[src/rtl/hp_pkg.sv]
package hp_pkg;

    typedef enum logic {
        OWN_PROD = 1'b0,
        OWN_CONS = 1'b1
    } owner_e;

    // Events that steer the control token in one cycle
    typedef struct packed {
        logic full;
        logic empty;
        logic yield;
        logic attn;
    } tok_evt_t;

    // Store request for one cycle
    typedef struct packed {
        logic wr;
        logic rd;
    } xfer_t;

    function automatic int clamp_limit(input int req, input int maxd);
        if (req < 1)
            return 1;
        else if (req > maxd)
            return maxd;
        else
            return req;
    endfunction

endpackage

[src/rtl/hp_store.sv]
module hp_store
    import hp_pkg::*;
#(
    parameter int DATA_W = 32,
    parameter int DEPTH  = 16
) (
    input  logic              clk,
    input  logic              rst,
    input  xfer_t             req,
    input  logic [DATA_W-1:0] wr_data,
    output logic [DATA_W-1:0] rd_data
);
    localparam int AW   = (DEPTH > 1) ? $clog2(DEPTH) : 1;
    localparam bit POW2 = (DEPTH == (1 << AW));

    logic [DATA_W-1:0] mem [DEPTH];
    logic [AW-1:0]     wp_q, rp_q, wp_nx, rp_nx;

    generate
        if (POW2) begin : g_natural_wrap
            assign wp_nx = wp_q + AW'(1);
            assign rp_nx = rp_q + AW'(1);
        end else begin : g_compare_wrap
            assign wp_nx = (wp_q == AW'(DEPTH - 1)) ? '0 : wp_q + AW'(1);
            assign rp_nx = (rp_q == AW'(DEPTH - 1)) ? '0 : rp_q + AW'(1);
        end
    endgenerate

    always_ff @(posedge clk) begin
        if (rst) begin
            wp_q <= '0;
            rp_q <= '0;
        end else begin
            if (req.wr) wp_q <= wp_nx;
            if (req.rd) rp_q <= rp_nx;
        end
    end

    always_ff @(posedge clk) begin
        if (req.wr) mem[wp_q] <= wr_data;
    end

    assign rd_data = mem[rp_q];


    ptr_in_range_chk: assert property (@(posedge clk) disable iff (rst)
        (int'(wp_q) < DEPTH) && (int'(rp_q) < DEPTH));

endmodule

[src/rtl/hp_level.sv]
module hp_level
    import hp_pkg::*;
#(
    parameter int DEPTH = 16,
    parameter int CW    = $clog2(DEPTH + 1)
) (
    input  logic          clk,
    input  logic          rst,
    input  xfer_t         req,
    input  logic [CW-1:0] cfg_depth,
    output logic          full,
    output logic          empty
);
    logic [CW-1:0] count_q, lim_q;

    always_ff @(posedge clk) begin
        if (rst) begin
            count_q <= '0;
        end else begin
            unique case ({req.wr, req.rd})
                2'b10:   count_q <= count_q + CW'(1);
                2'b01:   count_q <= count_q - CW'(1);
                default: count_q <= count_q;
            endcase
        end
    end

    // Limit follows the request only while nothing is stored
    always_ff @(posedge clk) begin
        if (rst)
            lim_q <= CW'(DEPTH);
        else if (count_q == '0)
            lim_q <= CW'(clamp_limit(int'(cfg_depth), DEPTH));
    end

    assign empty = (count_q == '0);
    assign full  = (count_q >= lim_q);


    no_overflow_chk: assert property (@(posedge clk) disable iff (rst)
        count_q <= lim_q);


    limit_range_chk: assert property (@(posedge clk) disable iff (rst)
        (lim_q >= CW'(1)) && (int'(lim_q) <= DEPTH));


    limit_hold_chk: assert property (@(posedge clk) disable iff (rst)
        (count_q != '0) |=> $stable(lim_q));

endmodule

[src/rtl/hp_token.sv]
module hp_token
    import hp_pkg::*;
#(
    parameter int HCNT_W = 16
) (
    input  logic              clk,
    input  logic              rst,
    input  tok_evt_t          evt,
    output owner_e            owner,
    output logic [HCNT_W-1:0] handoff_cnt,
    output logic              yield_err
);
    owner_e            own_q, own_nx;
    logic [HCNT_W-1:0] cnt_q;
    logic              err_q, err_nx;

    always_comb begin
        own_nx = own_q;
        err_nx = 1'b0;
        unique case (own_q)
            OWN_PROD: begin
                if (evt.full)
                    own_nx = OWN_CONS;
                else if (evt.yield && !evt.empty)
                    own_nx = OWN_CONS;
                else if (evt.yield)
                    err_nx = 1'b1;
            end
            OWN_CONS: begin
                if (evt.attn || evt.empty)
                    own_nx = OWN_PROD;
            end
            default: own_nx = OWN_PROD;
        endcase
    end

    always_ff @(posedge clk) begin
        if (rst) begin
            own_q <= OWN_PROD;
            cnt_q <= '0;
            err_q <= 1'b0;
        end else begin
            own_q <= own_nx;
            err_q <= err_nx;
            if (own_nx != own_q) cnt_q <= cnt_q + HCNT_W'(1);
        end
    end

    assign owner       = own_q;
    assign handoff_cnt = cnt_q;
    assign yield_err   = err_q;


    handoff_count_chk: assert property (@(posedge clk) disable iff (rst)
        (own_q != $past(own_q)) |-> (cnt_q == $past(cnt_q) + HCNT_W'(1)));


    handoff_idle_chk: assert property (@(posedge clk) disable iff (rst)
        (own_q == $past(own_q)) |-> (cnt_q == $past(cnt_q)));


    yield_err_keep_chk: assert property (@(posedge clk) disable iff (rst)
        err_q |-> (own_q == OWN_PROD && $past(own_q) == OWN_PROD));

endmodule

[src/rtl/txn_handoff_port.sv]
module txn_handoff_port
    import hp_pkg::*;
#(
    parameter int DATA_W    = 32,
    parameter int MAX_DEPTH = 16,
    parameter int HCNT_W    = 16,
    localparam int CW       = $clog2(MAX_DEPTH + 1)
) (
    input  logic              clk,
    input  logic              rst,
    input  logic [CW-1:0]     cfg_depth,
    input  logic              prod_valid,
    input  logic [DATA_W-1:0] prod_data,
    output logic              prod_ready,
    input  logic              prod_yield,
    output logic [DATA_W-1:0] cons_data,
    output logic              cons_valid,
    input  logic              cons_ready,
    input  logic              attn,
    output logic              owner,
    output logic              full,
    output logic              empty,
    output logic [HCNT_W-1:0] handoff_cnt,
    output logic              yield_err
);
    owner_e   own;
    xfer_t    req;
    tok_evt_t evt;
    logic     lvl_full, lvl_empty;

    assign prod_ready = (own == OWN_PROD) && !lvl_full;
    assign cons_valid = (own == OWN_CONS) && !lvl_empty;
    assign req.wr     = prod_valid && prod_ready;
    assign req.rd     = cons_ready && cons_valid;

    assign evt.full  = lvl_full;
    assign evt.empty = lvl_empty;
    assign evt.yield = prod_yield;
    assign evt.attn  = attn;

    hp_store #(.DATA_W(DATA_W), .DEPTH(MAX_DEPTH)) u_store (
        .clk     (clk),
        .rst     (rst),
        .req     (req),
        .wr_data (prod_data),
        .rd_data (cons_data)
    );

    hp_level #(.DEPTH(MAX_DEPTH), .CW(CW)) u_level (
        .clk       (clk),
        .rst       (rst),
        .req       (req),
        .cfg_depth (cfg_depth),
        .full      (lvl_full),
        .empty     (lvl_empty)
    );

    hp_token #(.HCNT_W(HCNT_W)) u_token (
        .clk         (clk),
        .rst         (rst),
        .evt         (evt),
        .owner       (own),
        .handoff_cnt (handoff_cnt),
        .yield_err   (yield_err)
    );

    assign owner = own;
    assign full  = lvl_full;
    assign empty = lvl_empty;


    write_owner_chk: assert property (@(posedge clk) disable iff (rst)
        (prod_valid && prod_ready) |-> (owner == 1'b0 && !full));


    read_owner_chk: assert property (@(posedge clk) disable iff (rst)
        (cons_valid && cons_ready) |-> (owner == 1'b1 && !empty));


    full_handoff_chk: assert property (@(posedge clk) disable iff (rst)
        (owner == 1'b0 && full) |=> (owner == 1'b1));


    drain_return_chk: assert property (@(posedge clk) disable iff (rst)
        (owner == 1'b1 && empty) |=> (owner == 1'b0));


    attn_return_chk: assert property (@(posedge clk) disable iff (rst)
        (owner == 1'b1 && attn) |=> (owner == 1'b0));


    yield_handoff_chk: assert property (@(posedge clk) disable iff (rst)
        (owner == 1'b0 && prod_yield && !empty) |=> (owner == 1'b1));

endmodule

[config.mk]
export PLATFORM = sky130hd
export DESIGN_NAME = txn_handoff_port
export DESIGN_NICKNAME = d
export VERILOG_FILES = /design/src/rtl/hp_pkg.sv /design/src/rtl/hp_store.sv /design/src/rtl/hp_level.sv /design/src/rtl/hp_token.sv /design/src/rtl/txn_handoff_port.sv
export SDC_FILE = /design/constraint.sdc
export NUM_CORES = 1
export LEC_CHECK = 0
export ABC_CLOCK_PERIOD_IN_PS = 4100
export BUFFER_PORTS_ARGS = -buffer_cell sky130_fd_sc_hd__buf_2
export CAP_MARGIN = 40
export CORE_MARGIN = 4
export CORE_UTILIZATION = 50
export DETAILED_ROUTE_END_ITERATION = 6
export GPL_TIMING_DRIVEN = 0
export PLACE_DENSITY = 0.77
export SYNTH_ARGS = -nofsm -noshare
export SYNTH_HDL_FRONTEND = slang
export SYNTH_HIERARCHICAL = 1
export SYNTH_SLANG_ARGS = --single-unit
[constraint.sdc]
create_clock -name clk -period 4.1 [get_ports clk]
set_clock_uncertainty 0.1 [all_clocks]
set_input_delay 0.615 -clock clk [delete_from_list [all_inputs] [get_ports clk]]
set_output_delay 0.615 -clock clk [all_outputs]
set_load 0.01 [all_outputs]
Word level (Yosys, flattened, before mapping)

Memory sizes are Yosys's and may differ from the RTL's. A register that Yosys moved wholly into a read port is not among the register bits.
Index checks and enable logic that the tools add are counted.

Logic and storage cells: 43
Memory bits (writable): 512
Register bits: 36
Memories kept: 1
Input port bits: 43

Memory list:

| name        | words | bits a word | read ports | clocked after Yosys merged registers in | write ports | RTL line       | RTL |
|---|---|---|---|---|---|---|---|
| u_store.mem | 16    | 32          | 1          | 1                                       | 1           | hp_store.sv:16 | `logic [DATA_W-1:0] mem [DEPTH];` |

Mux-type cells: 12
Reductions and logical operators: 11
Bitwise operators: 1
Magnitude comparators: 3
$add $sub $neg: 5
Equal/unequal tests: 3

Operators by type and width:

| operator                                             | count |
|---|---|
| adder 16 x 1 -> 16 bit, second input constant        | 1 |
| two-way mux 5 bit                                    | 2 |
| case mux 5 bit (2 select lines)                      | 1 |
| adder 4 x 1 -> 4 bit, second input constant          | 2 |
| two-way mux 4 bit                                    | 2 |
| two-way mux 1 bit                                    | 6 |
| adder 5 x 1 -> 5 bit, second input constant          | 1 |
| >= comparator 5 bit                                  | 1 |
| greater-than comparator 5 bit, second input constant | 1 |
| logical AND 1 bit                                    | 5 |
| logical NOT 5 bit                                    | 1 |
| < comparator 5 x 1 -> 1 bit, second input constant   | 1 |
| subtractor 5 x 1 -> 5 bit, second input constant     | 1 |
| OR reduction 4 bit                                   | 1 |
| equality test 2 x 1 -> 1 bit, second input constant  | 1 |
| equality test 2 bit, second input constant           | 1 |
| logical NOT 1 bit                                    | 2 |
| case mux 1 bit (2 select lines)                      | 1 |
| nonzero test 2 bit                                   | 1 |
| logical OR 1 bit                                     | 1 |
| inequality test 1 bit                                | 1 |
| NOT 1 bit                                            | 1 |

Logic depth before layout (Yosys ltp)

Word-level depth: 7
Mapped depth: 16

Hierarchy

Netlist, hierarchy kept.

Modules (own cells, without submodules):

| module           | area each (sq um) | instances | sequential area each (sq um) | cells an instance |
|---|---|---|---|---|
| hp_store         | 19660.1           | 1         | 15615.0                      | 846 |
| hp_token         | 833.3             | 1         | 360.3                        | 98 |
| hp_level         | 694.4             | 1         | 200.2                        | 85 |
| txn_handoff_port | 26.3              | 1         | 0.0                          | 4 |

Least setup slack after synthesis

Ideal clock, no wire load.

Kind: flip-flop to flip-flop
Start: reg u_level.count_q[0]
End: mem u_store.mem[0][0], enable pin
Data required time: 3.608 ns
Slack: 0.523 ns
Buffers on the path: 1
Cell stages (with the launch flop): 11
Data arrival time: 3.085 ns
Cells stage by stage: dfxtp_1 inv_1 ha_1 nand2b_1 a21o_1 a21oi_1 o21ai_0 nor3b_1 clkbuf_1 nor3b_1 and2_1

RTL lines:

| element                | RTL line       | RTL |
|---|---|---|
| from (decl)            | hp_level.sv:14 | `logic [CW-1:0] count_q, lim_q;` |
| from (signal assigned) | hp_level.sv:21 | `2'b10: count_q <= count_q + CW'(1);` |
| from (signal assigned) | hp_level.sv:22 | `2'b01: count_q <= count_q - CW'(1);` |
| from (signal assigned) | hp_level.sv:23 | `default: count_q <= count_q;` |
| to (decl)              | hp_store.sv:16 |  |

==> impl_metrics.csv <==
group,metric,value,unit
run_status,run_status,"complete, no violations",
route,routedWlPerCell,26.12,um
clock_tree,clock_latency,0.60,ns
die,start_util,0.5057,
sta,maxSlewViolCount,0,
sta,worst_pin_slew,0.8880,ns
sta,period_share,0.9317,
final_layout,area_delta_synth_final,14.85,%
pwr,irDropWorstVdd,0.4198,mV
pwr,power,12.79,mW
synthesis,ys_warn_count,6,
worst_setup_path,start_kind,"flop",
final_layout,stdcell_area,24360,sq um
synthesis,syn_inst,1033,
worst_setup_path,slowest_delay,0.52,ns
die,die-area,45790,sq um
placement,io_buffers,96,
sta,slew_headroom,0.4080,
synthesis,netlist_area,21210,sq um
final_layout,layout_commonest_cell,"edfxtp_1",
placement,postPlaceCellArea,22710,sq um
synthesis,synth.net_count,1091,
synthesis,synth-edff-count,512,
worst_setup_path,path_max_fanout,18,
worst_setup_path,end_kind,"flop",
final_layout,final_cell_mix,"512 x edfxtp_1, 128 x mux4_2, 106 x buf_2",
sta,whs,0.1828,ns
route,ant_nets,0,
worst_setup_path,cp.arrival,3.99,ns
route,avgViaCountPerCell,6.105,
clock_tree,htree_num_levels,2,
worst_setup_path,critPathBufInv,3,
worst_setup_path,critPathKind,"flop to flop",
clock_tree,numClockSinks,552,
worst_setup_path,cp_slowest_cell,"and2_2",
placement,place_congestion,0.7745,
synthesis,synth_area_per_cell,20.54,sq um
grt,grt_usage,0.2020,
worst_setup_path,crit_family,"simple AND/OR/NAND/NOR gates",
grt,antenna_found_initial,2,
worst_setup_path,required,4.27,ns
final_layout,fin_nets,1259,
sta,finalSetupViolations,0,
clock_tree,clock_path_buffers,3,
pwr,powerDensity,524.7,nW/um^2
clock_tree,ctsHoldBuffers,0,
synthesis,ys_ff_latch,552,
route,drcViolationCount,0,
die,rows,75,
die,io_pins,97,
final_layout,drive_gt1_frac,0.2856,
placement,hpwl,26980,um
clock_tree,numCtsBuffers,53,
grt,grt_pass1_wl,69680,um
synthesis,synthDistinctLibCells,49,
sta,fmax,0.2618,GHz
grt,grt_max_degree,27,
route,wl,46610,um
route,drtPass1Iterations,7,
die,core,41950,sq um
route,first_iter_violations,1162,
synthesis,synthFlopType,"edfxtp_1",
synthesis,async_flop_share,0,
synthesis,synth_seq_area_share,0.7625,
pwr,leakage,7.816,nW
sta,hold_viol_final,0,
die,die_x,214.0,um
clock_tree,clk_transition_reported_paths,0.06,ns
worst_setup_path,cp_cell_sequence,"inv_1, ha_1, nand2b_1, a21o_1, a21oi_1, o21ai_0, nor3b_1, clkbuf_1, nand2_1, nor2_1, and2_2, buf_12",
grt,grt.overflow.total,0,
clock_tree,root_buffer,"clkbuf_16",
run,drv_cap,0,
sta,fin_crit,3.820,ns
clock_tree,cts_tree,"yes",
worst_hold_path,hp-class,"input pin to flop",
sta,rsz0062_at_grt,"false",
route,route.vias.total,10891,
grt,grt_pass1_vias,11171,
die,die_y,214.0,um
worst register-to-register path, cell delays in order, from the launching register on:
cell and delay, ns:
dfxtp_1 0.42, inv_1 0.07, ha_1 0.29, nand2b_1 0.14, a21o_1 0.17, a21oi_1 0.15
o21ai_0 0.28, nor3b_1 0.44, clkbuf_1 0.35, nand2_1 0.10, nor2_1 0.21, and2_2 0.52
buf_12 0.26
flip-flops by register name, indices dropped and copies added (netlist names), named ones only:
name,cells
u_token/owner,1
u_token/yield_err,1
u_store/mem,512
u_store/wp_q,4
u_token/handoff_cnt,16
u_store/rp_q,4
u_level/lim_q,5
u_level/count_q,5
power by group:
group,leakage [nW],switching (mW),internal (mW),total (mW)
combinational,2.07,0.938,0.727,1.67
clock,0.799,1.99,2.58,4.57
sequential,4.94,0.101,6.45,6.55
path summary, 6_finish.rpt:
check                                  startpoint                            end  slack (ns)  cells past startpoint
hold / removal                       cfg_depth[4]  u_level/lim_q[4]$_SDFFE_PP1P_        0.18                      3
setup / recovery  u_level/count_q[0]$_SDFFE_PP0P_   u_store/mem[6][10]$_DFFE_PP_        0.28                     12
hold reg to reg     u_level/lim_q[3]$_SDFFE_PP0P_  u_level/lim_q[3]$_SDFFE_PP0P_        0.36                      2
setup reg to reg  u_level/count_q[0]$_SDFFE_PP0P_   u_store/mem[6][10]$_DFFE_PP_        0.28                     12
Yosys cell counts, types with 2 or more instances:
| library cell | instances | area (sq um) |
|---|---|---|
| nor2_1 | 25 | 93.84 |
| and2_1 | 17 | 106.4 |
| xor2_1 | 7 | 61.31 |
| nand4_1 | 5 | 31.28 |
| mux2i_1 | 4 | 40.04 |
| dfxtp_1 | 40 | 800.8 |
| nand3b_1 | 4 | 30.03 |
| buf_4 | 9 | 67.56 |
| and3b_1 | 2 | 17.52 |
| buf_2 | 10 | 50.05 |
| and3_1 | 2 | 12.51 |
| o21ai_0 | 6 | 30.03 |
| ha_1 | 15 | 187.7 |
| a211o_1 | 3 | 26.28 |
| buf_1 | 9 | 33.78 |
| a22oi_1 | 64 | 480.5 |
| a21o_1 | 2 | 15.01 |
| o21ai_1 | 5 | 25.02 |
| or3_1 | 10 | 62.56 |
| nand3_1 | 5 | 25.02 |
| mux4_2 | 128 | 2883 |
| nor4_1 | 2 | 12.51 |
| nor3b_1 | 3 | 22.52 |
| a21oi_1 | 23 | 115.1 |
| a211oi_1 | 2 | 15.01 |
| nand2_1 | 48 | 180.2 |
| o31ai_1 | 4 | 30.03 |
| xnor2_1 | 5 | 43.79 |
| nor2b_1 | 3 | 18.77 |
| edfxtp_1 | 512 | 15370 |
| inv_1 | 14 | 52.55 |
| or4_1 | 5 | 37.54 |
| clkbuf_1 | 24 | 90.09 |
logic make-up (layout without fill, tap and decap cells):
logic type / after synthesis / in the layout / synth area share
AO/OA/AOI/OAI: 113 / 113 / 0.03639
XOR/XNOR: 12 / 12 / 0.004954
adder cells (fa/ha/maj): 15 / 15 / 0.008847
buffers and inverters: 68 / 278 / 0.01463
flip-flops: 552 / 552 / 0.7625
multiplexers: 132 / 132 / 0.1378
other: 0 / 2 / 0
AND/OR/NAND/NOR: 141 / 141 / 0.03492
layout make-up:
| cell class | count | area [sq um] |
|---|---|---|
| clock inverters | 28 | 201.4 |
| clock buffers | 69 | 1428 |
| multi-input cells | 413 | 4758 |
| fillers | 2932 | 17580 |
| plain buffers | 54 | 257.7 |
| inverters | 14 | 52.55 |
| well taps | 539 | 674.4 |
| repair buffers | 113 | 812.0 |
| diodes | 2 | 5.005 |
| flip-flops and latches | 552 | 16180 |
what timing repair did:
item                                    in CTS  in global routing
resized for setup                            0                  5
setup buffers                                0                  0
endpoints found under the setup margin       0                 75
endpoints found under the hold margin        0                  0
layer usage:
layer,share of wire,wire length [um],GRT usage
met1,0.38,17900,0.2720
met2,0.51,23610,0.3386
met3,0.085,3981,0.04156
met4,0.024,1113,0.06073
met5,0,0,0
through the flow:
step                      instances    util  setup TNS, ns  setup WS (ns)
after CTS                      1781  0.5802              0        0.09529
after floorplan                1033       -              0         0.5233
final                          1784  0.5809              0         0.2801
after detailed placement       1684  0.5414              0         0.1481
after global routing           1783  0.5808              0        0.07271
after global placement         1668  0.5333        -265.61        -0.6485
Power figures use the tool's default switching activity.
